$ cat config.mk
export PLATFORM = sky130hd
export DESIGN_NAME = tmrCfgBank
export DESIGN_NICKNAME = d
export VERILOG_FILES = /design/src/rtl/tmrcfg_pkg.sv /design/src/rtl/tmrCfgCtrl.sv /design/src/rtl/tmrCfgData.sv /design/src/rtl/tmrCfgBank.sv
export SDC_FILE = /design/constraint.sdc
export NUM_CORES = 1
export LEC_CHECK = 0
export ABC_CLOCK_PERIOD_IN_PS = 2009
export BUFFER_PORTS_ARGS = -buffer_cell sky130_fd_sc_hd__buf_2
export CAP_MARGIN = 20
export CORE_MARGIN = 5
export CORE_UTILIZATION = 25
export DETAILED_ROUTE_END_ITERATION = 6
export HOLD_SLACK_MARGIN = 0.05
export MAX_ROUTING_LAYER = met4
export PLACE_DENSITY_LB_ADDON = 0.2
export SETUP_SLACK_MARGIN = 0.5
export SLEW_MARGIN = 5
export SYNTH_ARGS = -nofsm -noshare
export SYNTH_HDL_FRONTEND = slang
export SYNTH_SLANG_ARGS = --single-unit
export TNS_END_PERCENT = 30
$ cat constraint.sdc
create_clock -name clk -period 2.01 [get_ports clk]
set_input_delay 0.201 -clock clk [delete_from_list [all_inputs] [get_ports clk]]
set_output_delay 0.201 -clock clk [all_outputs]
set_load 0.02 [all_outputs]
$ cat src/rtl/tmrcfg_pkg.sv
package tmrcfg_pkg;
  // Word addresses
  localparam int ADR_CTL    = 0;
  localparam int ADR_DIRSET = 1;
  localparam int ADR_DIRCLR = 2;
  localparam int ADR_WAVEXT = 3;
  localparam int ADR_DRV    = 4;
  localparam int ADR_EVT    = 5;
  localparam int ADR_FAULT0 = 8;

  // Control word layout
  localparam int BIT_SWRST = 0;
  localparam int BIT_EN    = 1;
  localparam int BIT_STBY  = 6;
  localparam int PSC_LSB   = 8;
  localparam int PSC_W     = 3;
  localparam int SYNC_LSB  = 12;
  localparam int SYNC_W    = 2;
  localparam int CAP_LSB   = 16;

  typedef enum logic [2:0] {
    RD_NONE, RD_CTL, RD_DIR, RD_FAULT, RD_WAVEXT, RD_DRV, RD_EVT
  } rdSel_e;

  typedef struct packed {
    logic wrCtl;
    logic wrDirSet;
    logic wrDirClr;
    logic wrFault;
    logic wrWaveExt;
    logic wrDrv;
    logic wrEvt;
    logic softReset;
    logic protOk;
    logic rdEn;
  } strobe_t;
endpackage

$ cat src/rtl/tmrCfgCtrl.sv
module tmrCfgCtrl
  import tmrcfg_pkg::*;
#(
  parameter int ADDR_W    = 4,
  parameter int NUM_FAULT = 2,
  parameter int FSEL_W    = 1
) (
  input  logic [ADDR_W-1:0] busAddr,
  input  logic              busWrEn,
  input  logic              busSwrBit,
  input  logic              busRdEn,
  input  logic              enableQ,
  output strobe_t           stb,
  output logic [FSEL_W-1:0] faultSel,
  output rdSel_e            rdSel
);
  logic faultHit;

  always_comb begin
    faultHit = 1'b0;
    faultSel = '0;
    for (int i = 0; i < NUM_FAULT; i++) begin
      if (busAddr == ADDR_W'(ADR_FAULT0 + i)) begin
        faultHit = 1'b1;
        faultSel = FSEL_W'(i);
      end
    end
  end

  always_comb begin
    stb       = '0;
    rdSel     = RD_NONE;
    stb.rdEn  = busRdEn;
    // Lock decision uses the enable value held before this write
    stb.protOk = !enableQ;
    if (busAddr == ADDR_W'(ADR_CTL)) begin
      rdSel     = RD_CTL;
      stb.wrCtl = busWrEn;
    end else if (busAddr == ADDR_W'(ADR_DIRSET)) begin
      rdSel        = RD_DIR;
      stb.wrDirSet = busWrEn;
    end else if (busAddr == ADDR_W'(ADR_DIRCLR)) begin
      rdSel        = RD_DIR;
      stb.wrDirClr = busWrEn;
    end else if (busAddr == ADDR_W'(ADR_WAVEXT)) begin
      rdSel         = RD_WAVEXT;
      stb.wrWaveExt = busWrEn;
    end else if (busAddr == ADDR_W'(ADR_DRV)) begin
      rdSel     = RD_DRV;
      stb.wrDrv = busWrEn;
    end else if (busAddr == ADDR_W'(ADR_EVT)) begin
      rdSel     = RD_EVT;
      stb.wrEvt = busWrEn;
    end else if (faultHit) begin
      rdSel       = RD_FAULT;
      stb.wrFault = busWrEn;
    end
    stb.softReset = stb.wrCtl && busSwrBit;
  end

  // a write never lands in more than one register
  always_comb begin
    assert_single_target_R9: assert ($onehot0({stb.wrCtl, stb.wrDirSet, stb.wrDirClr,
      stb.wrFault, stb.wrWaveExt, stb.wrDrv, stb.wrEvt}));
  end
endmodule

$ cat src/rtl/tmrCfgData.sv
module tmrCfgData
  import tmrcfg_pkg::*;
#(
  parameter int DATA_W    = 32,
  parameter int NUM_CH    = 4,
  parameter int NUM_FAULT = 2,
  parameter int FAULT_W   = 16,
  parameter int FSEL_W    = 1,
  parameter int WAVE_W    = 16,
  parameter int EVT_W     = 16
) (
  input  logic                         clk,
  input  logic                         rstN,
  input  strobe_t                      stb,
  input  logic [FSEL_W-1:0]            faultSel,
  input  rdSel_e                       rdSel,
  input  logic [DATA_W-1:0]            wrData,
  output logic                         enableQ,
  output logic                         stbyQ,
  output logic [PSC_W-1:0]             prescQ,
  output logic [SYNC_W-1:0]            syncQ,
  output logic [NUM_CH-1:0]            capQ,
  output logic                         dirQ,
  output logic [NUM_FAULT*FAULT_W-1:0] faultFlat,
  output logic [WAVE_W-1:0]            waveQ,
  output logic [NUM_CH-1:0]            invertQ,
  output logic [EVT_W-1:0]             evtQ,
  output logic [DATA_W-1:0]            rdData
);
  logic [NUM_FAULT-1:0][FAULT_W-1:0] faultQ;
  logic [DATA_W-1:0] rdNext;

  assign faultFlat = faultQ;

  // Control word: live bits always, locked bits only while stopped
  always_ff @(posedge clk or negedge rstN) begin
    if (!rstN) begin
      enableQ <= 1'b0;
      stbyQ   <= 1'b0;
      prescQ  <= '0;
      syncQ   <= '0;
      capQ    <= '0;
    end else if (stb.softReset) begin
      enableQ <= 1'b0;
      stbyQ   <= 1'b0;
      prescQ  <= '0;
      syncQ   <= '0;
      capQ    <= '0;
    end else if (stb.wrCtl) begin
      enableQ <= wrData[BIT_EN];
      stbyQ   <= wrData[BIT_STBY];
      if (stb.protOk) begin
        prescQ <= wrData[PSC_LSB +: PSC_W];
        syncQ  <= wrData[SYNC_LSB +: SYNC_W];
        capQ   <= wrData[CAP_LSB +: NUM_CH];
      end
    end
  end

  // Direction: set/clear pair, never locked
  always_ff @(posedge clk or negedge rstN) begin
    if (!rstN)                           dirQ <= 1'b0;
    else if (stb.softReset)              dirQ <= 1'b0;
    else if (stb.wrDirSet && wrData[0])  dirQ <= 1'b1;
    else if (stb.wrDirClr && wrData[0])  dirQ <= 1'b0;
  end

  // Locked whole-word registers
  always_ff @(posedge clk or negedge rstN) begin
    if (!rstN) begin
      waveQ   <= '0;
      invertQ <= '0;
      evtQ    <= '0;
    end else if (stb.softReset) begin
      waveQ   <= '0;
      invertQ <= '0;
      evtQ    <= '0;
    end else if (stb.protOk) begin
      if (stb.wrWaveExt) waveQ   <= wrData[WAVE_W-1:0];
      if (stb.wrDrv)     invertQ <= wrData[NUM_CH-1:0];
      if (stb.wrEvt)     evtQ    <= wrData[EVT_W-1:0];
    end
  end

  for (genvar g = 0; g < NUM_FAULT; g++) begin : gFault
    always_ff @(posedge clk or negedge rstN) begin
      if (!rstN)
        faultQ[g] <= '0;
      else if (stb.softReset)
        faultQ[g] <= '0;
      else if (stb.wrFault && stb.protOk && (faultSel == FSEL_W'(g)))
        faultQ[g] <= wrData[FAULT_W-1:0];
    end
  end

  always_comb begin
    rdNext = '0;
    unique case (rdSel)
      RD_CTL: begin
        rdNext[BIT_EN]               = enableQ;
        rdNext[BIT_STBY]             = stbyQ;
        rdNext[PSC_LSB +: PSC_W]     = prescQ;
        rdNext[SYNC_LSB +: SYNC_W]   = syncQ;
        rdNext[CAP_LSB +: NUM_CH]    = capQ;
      end
      RD_DIR:    rdNext[0]            = dirQ;
      RD_FAULT:  rdNext[FAULT_W-1:0]  = faultQ[faultSel];
      RD_WAVEXT: rdNext[WAVE_W-1:0]   = waveQ;
      RD_DRV:    rdNext[NUM_CH-1:0]   = invertQ;
      RD_EVT:    rdNext[EVT_W-1:0]    = evtQ;
      default:   rdNext               = '0;
    endcase
  end

  always_ff @(posedge clk or negedge rstN) begin
    if (!rstN) rdData <= '0;
    else       rdData <= stb.rdEn ? rdNext : '0;
  end

  assert_locked_drv_R2: assert property (@(posedge clk) disable iff (!rstN)
    (enableQ && stb.wrDrv) |=> $stable(invertQ));

  assert_open_ctl_R4: assert property (@(posedge clk) disable iff (!rstN)
    (!enableQ && stb.wrCtl && !stb.softReset) |=> (prescQ == $past(wrData[PSC_LSB +: PSC_W])));

  assert_locked_ctl_R5: assert property (@(posedge clk) disable iff (!rstN)
    (enableQ && stb.wrCtl && !stb.softReset) |=>
      ($stable(prescQ) && $stable(syncQ) && $stable(capQ)));

  assert_dir_set_R6: assert property (@(posedge clk) disable iff (!rstN)
    (stb.wrDirSet && wrData[0]) |=> dirQ);

  assert_soft_reset_R8: assert property (@(posedge clk) disable iff (!rstN)
    stb.softReset |=> (!enableQ && !dirQ && invertQ == '0 && prescQ == '0));
endmodule

$ cat src/rtl/tmrCfgBank.sv
module tmrCfgBank
  import tmrcfg_pkg::*;
#(
  parameter int ADDR_W    = 4,
  parameter int DATA_W    = 32,
  parameter int NUM_CH    = 4,
  parameter int NUM_FAULT = 2,
  parameter int FAULT_W   = 16,
  parameter int WAVE_W    = 16,
  parameter int EVT_W     = 16
) (
  input  logic                         clk,
  input  logic                         rstN,
  input  logic [ADDR_W-1:0]            busAddr,
  input  logic                         busWrEn,
  input  logic [DATA_W-1:0]            busWrData,
  input  logic                         busRdEn,
  output logic [DATA_W-1:0]            busRdData,
  output logic                         cfgEnable,
  output logic                         cfgRunStandby,
  output logic [2:0]                   cfgPrescaler,
  output logic [1:0]                   cfgPrescSync,
  output logic [NUM_CH-1:0]            cfgCaptureEn,
  output logic                         cfgDirDown,
  output logic [NUM_FAULT*FAULT_W-1:0] cfgFault,
  output logic [WAVE_W-1:0]            cfgWaveExt,
  output logic [NUM_CH-1:0]            cfgInvert,
  output logic [EVT_W-1:0]             cfgEvent
);
  localparam int FSEL_W = (NUM_FAULT > 1) ? $clog2(NUM_FAULT) : 1;

  strobe_t           stb;
  rdSel_e            rdSel;
  logic [FSEL_W-1:0] faultSel;

  tmrCfgCtrl #(.ADDR_W(ADDR_W), .NUM_FAULT(NUM_FAULT), .FSEL_W(FSEL_W)) ctrl_i (
    .busAddr  (busAddr),
    .busWrEn  (busWrEn),
    .busSwrBit(busWrData[BIT_SWRST]),
    .busRdEn  (busRdEn),
    .enableQ  (cfgEnable),
    .stb      (stb),
    .faultSel (faultSel),
    .rdSel    (rdSel)
  );

  tmrCfgData #(
    .DATA_W(DATA_W), .NUM_CH(NUM_CH), .NUM_FAULT(NUM_FAULT), .FAULT_W(FAULT_W),
    .FSEL_W(FSEL_W), .WAVE_W(WAVE_W), .EVT_W(EVT_W)
  ) data_i (
    .clk      (clk),
    .rstN     (rstN),
    .stb      (stb),
    .faultSel (faultSel),
    .rdSel    (rdSel),
    .wrData   (busWrData),
    .enableQ  (cfgEnable),
    .stbyQ    (cfgRunStandby),
    .prescQ   (cfgPrescaler),
    .syncQ    (cfgPrescSync),
    .capQ     (cfgCaptureEn),
    .dirQ     (cfgDirDown),
    .faultFlat(cfgFault),
    .waveQ    (cfgWaveExt),
    .invertQ  (cfgInvert),
    .evtQ     (cfgEvent),
    .rdData   (busRdData)
  );
endmodule

==> impl_metrics.json <==
{
  "status": "finished clean",
  "die_h_microns": 146.2,
  "core-area_sq_mm": 0.01809,
  "drt_first_pass_iters": 5,
  "layout-drive-gt1-share": 0.3333,
  "gr-total-overflow": 0,
  "antenna_found_initial": 0,
  "synth_edf_count": 0,
  "clk_path_buf_depth": 2,
  "synth_area_sq_mm": 0.004636,
  "start_kind": "flop",
  "finalSetupViolations": 0,
  "cts-root-buf": "clkbuf_16",
  "hold_violations": 0,
  "cts_buffers": 9,
  "syn_inst": 443,
  "yosysMostFrequentCell": "dfrtp_1",
  "wl_per_cell_microns": 19.34,
  "arrival_ps": 1710,
  "yosysTopAreaCell": "dfrtp_1",
  "clkSinkCount": 100,
  "power_density_mw_per_mm2": 1005,
  "r2r_setup_slack_ps": 530,
  "io_buffers": 127,
  "power_leakage_uw": 0.003188,
  "io_pins": 152,
  "fin_crit_ps": 1479,
  "clkLatencyLatePin_ps": 350,
  "yosysUniqueCellTypes": 42,
  "cts_tree": "built",
  "initial_core_util": 0.2563,
  "dp.cells": 794,
  "seq_area_frac_synth": 0.5398,
  "drv_slew": 0,
  "ys_top_cells_by_area": "dfrtp_1, mux2i_1, nand2_1, nor2_1, a21oi_1",
  "synth_area_per_cell_sq_um": 10.46,
  "dp_hpwl_microns": 11350,
  "crit_fanout": 13,
  "grt_pass1_wl_microns": 24920,
  "syn_to_final_growth_pct": 30.07,
  "yosys-top-cells-count": "dfrtp_1, nand2_1, nor2_1, mux2i_1, a21oi_1",
  "routed_wl_microns": 15740,
  "first_iter_violations": 279,
  "required_ps": 2240,
  "fin_tns_setup_ps": 0,
  "max_freq_mhz": 676.0,
  "design_area_sq_mm": 0.006030,
  "viasPerCell": 4.736,
  "fin_skew_ps": 7.227,
  "place_area_sq_mm": 0.005638,
  "nets": 620,
  "rsz0062_at_grt": "yes",
  "h-tree-depth": 3,
  "max_cap_viol_count": 0,
  "yosysWarnings": 0,
  "grt_util_all_layers": 0.1545,
  "row_count": 49,
  "pre_cts_ws_ps": 213.3,
  "async_reset_ff_frac": 1.000,
  "synth_top_area_frac": 0.5398,
  "synth_flop_cell": "dfrtp_1",
  "setup_ws_ps": 530.8,
  "drc": 0,
  "dieArea_sq_mm": 0.02137,
  "finalNonFillerCells": 814,
  "finalCritPeriodShare": 0.7359,
  "gp_congestion": 0.8258,
  "crit_path_end_kind": "flop",
  "antennaDiodeCount": 0,
  "grt_max_degree": 59,
  "clk_pin_slew_ps": 70,
  "vias": 3855,
  "ir_drop_mv": 0.3930,
  "die_x_microns": 146.2,
  "first_global_vias": 4188,
  "hold_path_class": "in -> reg",
  "critical_path_class": "reg -> reg",
  "synth_seq_cells": 100,
  "ant_nets": 0,
  "post-route-util": 0.3334
}
-- power by group --
group          internal, uW  switching [uW]
Combinational           569             983
Sequential             2340             276
Clock                  1120             766
Total                  4030            2030
-- cell type report --
cell class                      count  area [sq um]
Tap cell                          229         286.5
Inverter                            4         15.01
Multi-Input combinational cell    310          1954
Sequential cell                   100          2504
Fill cell                        1858         12060
Clock inverter                      4         72.57
Timing Repair Buffer              155         950.9
Clock buffer                       12         246.5
-- critical path: stages, from the launching register on --
cell and delay [ps]:
dfrtp_2 440, and4bb_2 360, nand2_2 140, buf_12 200
mux2i_1 150, nor2_1 50
-- layer usage --
layer / vias up / global-route usage / share of wire
li1: 1805 / - / -
met1: 1930 / 0.1885 / 0.43
met2: 115 / 0.2605 / 0.51
met3: 5 / 0.04245 / 0.058
met4: 0 / 0.02681 / 0.0056
met5: - / - / 0
-- worst paths after layout --
check                                       to  cells past startpoint            from
max                        data_i.faultFlat[8]                      5  data_i.enableQ
min                             data_i.capQ[2]                      2   busWrData[18]
max reg2reg                data_i.faultFlat[8]                      5  data_i.enableQ
min reg2reg                     data_i.capQ[2]                      1  data_i.capQ[2]
max in group asynchronous      data_i.evtQ[11]                      3            rstN
min in group asynchronous     data_i.rdData[1]                      2            rstN
-- cell families (layout without fill, tap and decap cells) --
kind of cell | count (synthesis) | count (layout) | share of synthesized area
buf+inv | 44 | 175 | 0.05371
flops | 100 | 100 | 0.5398
mux | 49 | 49 | 0.1088
simple gates | 162 | 162 | 0.1636
compound gates | 85 | 85 | 0.1296
xor+xnor | 2 | 2 | 0.003779
other cells | 1 | 12 | 0.0008089
-- placed cells by master (no fill, tap or decap), types with 2 or more instances in the layout --
cell	n
bufinv_16	2
nor3_4	2
nor2b_1	3
nand2b_1	2
a22o_1	19
buf_2	126
o22a_1	7
buf_4	20
mux2i_1	38
buf_12	8
conb_1	12
a32oi_1	2
a222oi_1	8
mux2_2	11
nand3_1	11
a21oi_1	34
and3_1	4
nor2_1	52
nand2_2	4
clkbuf_1	2
a22oi_1	6
clkbuf_16	9
and4bb_2	3
inv_1	4
dfrtp_1	99
nand2_1	69
o21ai_0	3
-- per-stage QoR --
stage          total power [uW]  hold WS (ps)
2_1_floorplan              3548        -94.59
3_3_place_gp               4187         64.75
3_5_place_dp               4219         72.64
4_1_cts                    6138         59.24
5_1_grt                    6393         71.81
6_report                   6060         78.03
-- sequential cells by signal, indices dropped and copies added, names as in the netlist, 2 cells and up --
| name | count |
|---|---|
| data_i.capQ | 4 |
| data_i.evtQ | 16 |
| data_i.faultFlat | 32 |
| data_i.invertQ | 4 |
| data_i.prescQ | 3 |
| data_i.rdData | 20 |
| data_i.syncQ | 2 |
| data_i.waveQ | 16 |
-- repair_timing --
action,in CTS,in global routing
pin swaps,1,1
endpoints found under the setup margin,52,68
setup buffers,2,1
endpoints found under the hold margin,69,0
hold buffers,1,0
gates resized for setup,0,5
(Power assumes the default switching activity.)
